==> config.mk <==
export PLATFORM = sky130hd
export DESIGN_NAME = lmw_seq
export DESIGN_NICKNAME = d
export VERILOG_FILES = /design/src/rtl/lmw_pkg.sv /design/src/rtl/lmw_addr_gen.sv /design/src/rtl/lmw_idx_ctr.sv /design/src/rtl/lmw_fsm.sv /design/src/rtl/lmw_seq.sv
export SDC_FILE = /design/constraint.sdc
export NUM_CORES = 1
export LEC_CHECK = 0
export ABC_CLOCK_PERIOD_IN_PS = 3800
export BUFFER_PORTS_ARGS = -buffer_cell sky130_fd_sc_hd__buf_2
export CAP_MARGIN = 10
export CORE_ASPECT_RATIO = 1.75
export CORE_MARGIN = 4
export CORE_UTILIZATION = 40
export DETAILED_ROUTE_END_ITERATION = 16
export PLACE_DENSITY = 0.69
export SYNTH_ARGS = -nofsm -noshare
export SYNTH_HDL_FRONTEND = slang
export SYNTH_SLANG_ARGS = --single-unit
export TNS_END_PERCENT = 50
==> constraint.sdc <==
create_clock -name clk -period 3.8 [get_ports clk]
set_clock_uncertainty 0.1 [all_clocks]
set_input_delay 0.38 -clock clk [delete_from_list [all_inputs] [get_ports clk]]
set_output_delay 0.38 -clock clk [all_outputs]
set_load 0.02 [all_outputs]
==> src/rtl/lmw_pkg.sv <==
package lmw_pkg;

  typedef enum logic [1:0] {
    ST_IDLE = 2'd0,
    ST_REQ  = 2'd1,
    ST_WAIT = 2'd2,
    ST_DONE = 2'd3
  } lmw_state_t;

endpackage

==> src/rtl/lmw_addr_gen.sv <==
module lmw_addr_gen #(
  parameter int AW         = 32,
  parameter int OFF_W      = 16,
  parameter int WORD_BYTES = 4
) (
  input  logic          clk,
  input  logic          rst_n,
  input  logic          load_i,
  input  logic          step_i,
  input  logic [AW-1:0] base_i,
  input  logic [OFF_W-1:0] off_i,
  output logic [AW-1:0] addr_o
);

  function automatic logic [AW-1:0] first_ea(input logic [AW-1:0] b,
                                             input logic [OFF_W-1:0] o);
    return b + {{(AW-OFF_W){o[OFF_W-1]}}, o};
  endfunction

  function automatic logic [AW-1:0] next_ea(input logic [AW-1:0] a);
    return a + AW'(WORD_BYTES);
  endfunction

  logic [AW-1:0] addr_q;

  always_ff @(posedge clk) begin
    if (!rst_n)       addr_q <= '0;
    else if (load_i)  addr_q <= first_ea(base_i, off_i);
    else if (step_i)  addr_q <= next_ea(addr_q);
  end

  assign addr_o = addr_q;

endmodule

==> src/rtl/lmw_idx_ctr.sv <==
module lmw_idx_ctr #(
  parameter int NREG  = 32,
  parameter int IDX_W = $clog2(NREG)
) (
  input  logic             clk,
  input  logic             rst_n,
  input  logic             load_i,
  input  logic             inc_i,
  input  logic [IDX_W-1:0] first_i,
  output logic [IDX_W-1:0] idx_o,
  output logic             last_o
);

  localparam logic [IDX_W-1:0] TOP_IDX = IDX_W'(NREG - 1);

  function automatic logic [IDX_W-1:0] bump(input logic [IDX_W-1:0] i);
    return i + 1'b1;
  endfunction

  logic [IDX_W-1:0] idx_q;

  always_ff @(posedge clk) begin
    if (!rst_n)      idx_q <= '0;
    else if (load_i) idx_q <= first_i;
    else if (inc_i)  idx_q <= bump(idx_q);
  end

  assign idx_o  = idx_q;
  assign last_o = (idx_q == TOP_IDX);

endmodule

==> src/rtl/lmw_fsm.sv <==
module lmw_fsm
  import lmw_pkg::*;
(
  input  logic       clk,
  input  logic       rst_n,
  input  logic       start_i,
  input  logic       req_ready_i,
  input  logic       rsp_valid_i,
  input  logic       last_i,
  output lmw_state_t state_o,
  output logic       start_take_o,
  output logic       req_valid_o,
  output logic       req_fire_o,
  output logic       wr_fire_o,
  output logic       busy_o,
  output logic       done_o
);

  lmw_state_t st_q, st_d;

  always_comb begin
    st_d = st_q;
    unique case (st_q)
      ST_IDLE: if (start_i)     st_d = ST_REQ;
      ST_REQ:  if (req_ready_i) st_d = ST_WAIT;
      ST_WAIT: if (rsp_valid_i) st_d = last_i ? ST_DONE : ST_REQ;
      ST_DONE:                  st_d = ST_IDLE;
      default:                  st_d = ST_IDLE;
    endcase
  end

  always_ff @(posedge clk) begin
    if (!rst_n) st_q <= ST_IDLE;
    else        st_q <= st_d;
  end

  assign state_o      = st_q;
  assign start_take_o = (st_q == ST_IDLE) && start_i;
  assign req_valid_o  = (st_q == ST_REQ);
  assign req_fire_o   = (st_q == ST_REQ) && req_ready_i;
  assign wr_fire_o    = (st_q == ST_WAIT) && rsp_valid_i;
  assign busy_o       = (st_q != ST_IDLE);
  assign done_o       = (st_q == ST_DONE);

endmodule

==> src/rtl/lmw_seq.sv <==
module lmw_seq
  import lmw_pkg::*;
#(
  parameter int AW         = 32,
  parameter int DW         = 32,
  parameter int OFF_W      = 16,
  parameter int NREG       = 32,
  parameter int WORD_BYTES = DW / 8,
  localparam int IDX_W     = $clog2(NREG)
) (
  input  logic             clk,
  input  logic             rst_n,
  input  logic             start_i,
  input  logic [IDX_W-1:0] first_idx_i,
  input  logic [AW-1:0]    base_i,
  input  logic [OFF_W-1:0] offset_i,
  output logic             busy_o,
  output logic             mem_req_valid_o,
  output logic [AW-1:0]    mem_req_addr_o,
  input  logic             mem_req_ready_i,
  input  logic             mem_rsp_valid_i,
  input  logic [DW-1:0]    mem_rsp_data_i,
  output logic             rf_we_o,
  output logic [IDX_W-1:0] rf_waddr_o,
  output logic [DW-1:0]    rf_wdata_o,
  output logic             done_o
);

  // named internal events, observed by the bound checker
  lmw_state_t       state;
  logic             start_take;
  logic             req_fire;
  logic             wr_fire;
  logic             last_word;
  logic             advance;
  logic [IDX_W-1:0] idx_cur;

  assign advance = wr_fire && !last_word;

  lmw_fsm u_fsm (
    .clk          (clk),
    .rst_n        (rst_n),
    .start_i      (start_i),
    .req_ready_i  (mem_req_ready_i),
    .rsp_valid_i  (mem_rsp_valid_i),
    .last_i       (last_word),
    .state_o      (state),
    .start_take_o (start_take),
    .req_valid_o  (mem_req_valid_o),
    .req_fire_o   (req_fire),
    .wr_fire_o    (wr_fire),
    .busy_o       (busy_o),
    .done_o       (done_o)
  );

  lmw_addr_gen #(
    .AW         (AW),
    .OFF_W      (OFF_W),
    .WORD_BYTES (WORD_BYTES)
  ) u_addr (
    .clk    (clk),
    .rst_n  (rst_n),
    .load_i (start_take),
    .step_i (advance),
    .base_i (base_i),
    .off_i  (offset_i),
    .addr_o (mem_req_addr_o)
  );

  lmw_idx_ctr #(
    .NREG  (NREG),
    .IDX_W (IDX_W)
  ) u_idx (
    .clk     (clk),
    .rst_n   (rst_n),
    .load_i  (start_take),
    .inc_i   (advance),
    .first_i (first_idx_i),
    .idx_o   (idx_cur),
    .last_o  (last_word)
  );

  assign rf_we_o    = wr_fire;
  assign rf_waddr_o = idx_cur;
  assign rf_wdata_o = mem_rsp_data_i;

endmodule

==> out/metrics.cfg <==
[setup_path]
worstPathMaxFanout=19
worstSetupEndpointType=flop
slowest_delay_ns=0.57
cp-start-kind=flop
crit_required_ns=3.89
cp_cell_sequence=ha_1 -> and3_1 -> ha_1 -> and4bb_2 -> nand3_1 -> nand2b_1 -> nor2_1 -> nor3_1 -> a211o_1 -> a311oi_1
crit_slowest_cell=and4bb_2
cp_common_cell=ha_1
criticalPathCategory=reg2reg
crit_arrival_ns=3.09

[floorplan]
die_y_um=139
start_util=0.411
ios=163
die_w_um=82.8
dieArea_sq_um=11500
coreArea_sq_um=9530
rows=47

[synth]
async_flop_share=0
synth-seq-area-share=0.199
synth.largest_area_cell=dfxtp_1
yosys_most_used_dff=dfxtp_1
synth_seq_cells=39
synth_area_leaders=dfxtp_1 (20%), ha_1 (11%), a21oi_1 (6.1%)
yosysMostFrequentCell=a21oi_1
synth_commonest_cells=a21oi_1 (48), nand2_1 (45), nor2_1 (45)
synth_area_sq_um=3920
syn-num-nets=637
synth_edf_count=0
avgSynthCellArea_sq_um=7.65
netlist_instances=512
yosysUniqueCellTypes=69
yosys_warnings=0
synth_top_area_frac=0.199

[pwr]
total_power_mw=1.49
vdd_drop_max_v=0.000166
leakagePower_nw=1.98
powerDensity_nw_per_um2=338

[detailed_routing]
antenna_left=0
drtIter0Drc=141
vias=4029
dr.pass1.iters=4
wl_per_cell_um=16.4
remaining_drc_errors=0
vias_per_cell=5.80
routed_wl_um=11400

[grt]
overflow=0
antenna_found_initial=0
grt_pass1_vias=4023
grt_pass1_wl_um=18400
grt_max_degree=25
grt_usage=0.191

[clock_tree]
post_cts_resized=0
numCtsBuffers=5
clockBufferDepth=2
clkLatencyLatePin_ns=0.28
clk_pin_slew_ns=0.06
post_cts.repair.setup_buffers=0
postCtsHoldBufs=0
clock-sinks=39
cts_tree=done
h-tree-depth=2
cts_root_buf=clkbuf_16

[final_layout]
drive_gt1_frac=0.215
n_antenna_cell=0
nFillCells=1021
design.final.nets=697
utilization=0.463
syn_to_final_growth_pct=12.6

[placement]
dp_hpwl_um=9240
port_buffers=98
post-place-ws_ns=0.835
gp_congestion=0.945

[sta]
layout_min_cycle_time_ns=3.00
finalHoldViolations=0
period_share=0.788
worstMarginPinSlew_ns=0.855
fmax_mhz=334
rsz0062_at_grt=false
setup_tns_ns=0
fin_ws_ns=0.804
maxSlewHeadroom=0.428
slew_violations=0
timing.hold.ws_ns=0.263
finalSetupViolations=0

[status]
status=finished clean

[run]
maxCapViolations=0

[worst_hold_path]
hp-class=in2reg

==> cells by family (layout without fill, tap and decap cells) <==
kind of cell / count (synthesis) / after routing / share of synthesized area
and+or+nand+nor: 174 / 174 / 0.224
AOI/OAI and AO/OA: 154 / 154 / 0.270
buffers and inverters: 67 / 128 / 0.0955
xor gates and xnor gates: 39 / 39 / 0.0872
DFF: 39 / 39 / 0.199
adders and majority gates: 35 / 35 / 0.114
muxes: 4 / 4 / 0.0102
==> layer usage <==
| layer | vias to the layer above | wire, um | GRT usage |
|---|---|---|---|
| li1 | 1975 | - | - |
| met1 | 1879 | 4230 | 0.194 |
| met2 | 139 | 6100 | 0.358 |
| met3 | 36 | 588 | 0.0363 |
| met4 | 0 | 503 | 0.106 |
| met5 | - | 0 | 0 |
==> placed cells by master, fill, tap and decap left out, types with 3 or more instances in the layout <==
cell / count
buf_2: 98
a21oi_1: 48
nor2_1: 45
nand2_1: 45
dfxtp_1: 39
ha_1: 34
nand3_1: 21
xor2_1: 21
inv_1: 20
o21ai_0: 20
xnor2_1: 18
a21o_1: 14
nor3_1: 12
nand4_1: 10
o22ai_1: 8
a211oi_1: 8
nor2b_1: 7
o21bai_1: 6
a311oi_1: 6
clkbuf_16: 5
and3_1: 4
and2_1: 4
o211ai_1: 4
and4_1: 4
or3_1: 4
mux2i_1: 4
o221ai_1: 3
a41oi_1: 3
nand2b_1: 3
a31oi_1: 3
o32ai_1: 3
o31ai_1: 3
nor3b_1: 3
==> power breakdown <==
group,internal [mW],switching [mW]
combinational,0.228,0.344
sequential,0.455,0.0599
clock,0.243,0.162
==> sequential cells by signal, indices dropped and copies added (netlist names) <==
signal         flops
u_idx.idx_o        5
u_fsm.state_o      2
u_addr.addr_o     32
==> final timing paths <==
kind,from,endpoint,slack (ns),depth (start not counted)
worst max register to register,u_idx.idx_o[0],u_addr.addr_o[21],0.80,10
worst max-delay path,u_idx.idx_o[0],u_addr.addr_o[21],0.80,10
worst min-delay path,first_idx_i[2],u_idx.idx_o[2],0.26,3
worst min register to register,u_addr.addr_o[0],u_addr.addr_o[0],0.35,2
==> final cells by class <==
class	instances	area, sq um	share of cell area
clock inverters	1	5.00	0.00113
flip-flops and latches	39	781	0.177
well taps	122	153	0.0346
clock buffers	7	133	0.0301
multi-input cells	406	2760	0.626
inverters	21	78.8	0.0179
repair buffers	99	498	0.113
==> stage by stage <==
step	std cells	cell area, sq um
after floorplan	512	3920
after global placement	687	4270
after detailed placement	687	4270
after CTS	695	4410
after global routing	695	4410
final	695	4410
==> critical path: cells and delay by family (launching register included) <==
| family | cells | cell delay, ns |
|---|---|---|
| AO/OA/AOI/OAI | 2 | 0.54 |
| adder cells (fa/ha/maj) | 2 | 0.43 |
| flip-flops | 1 | 0.35 |
| AND/OR/NAND/NOR | 6 | 1.48 |
Note: power is estimated with default switching activity, not from simulation.
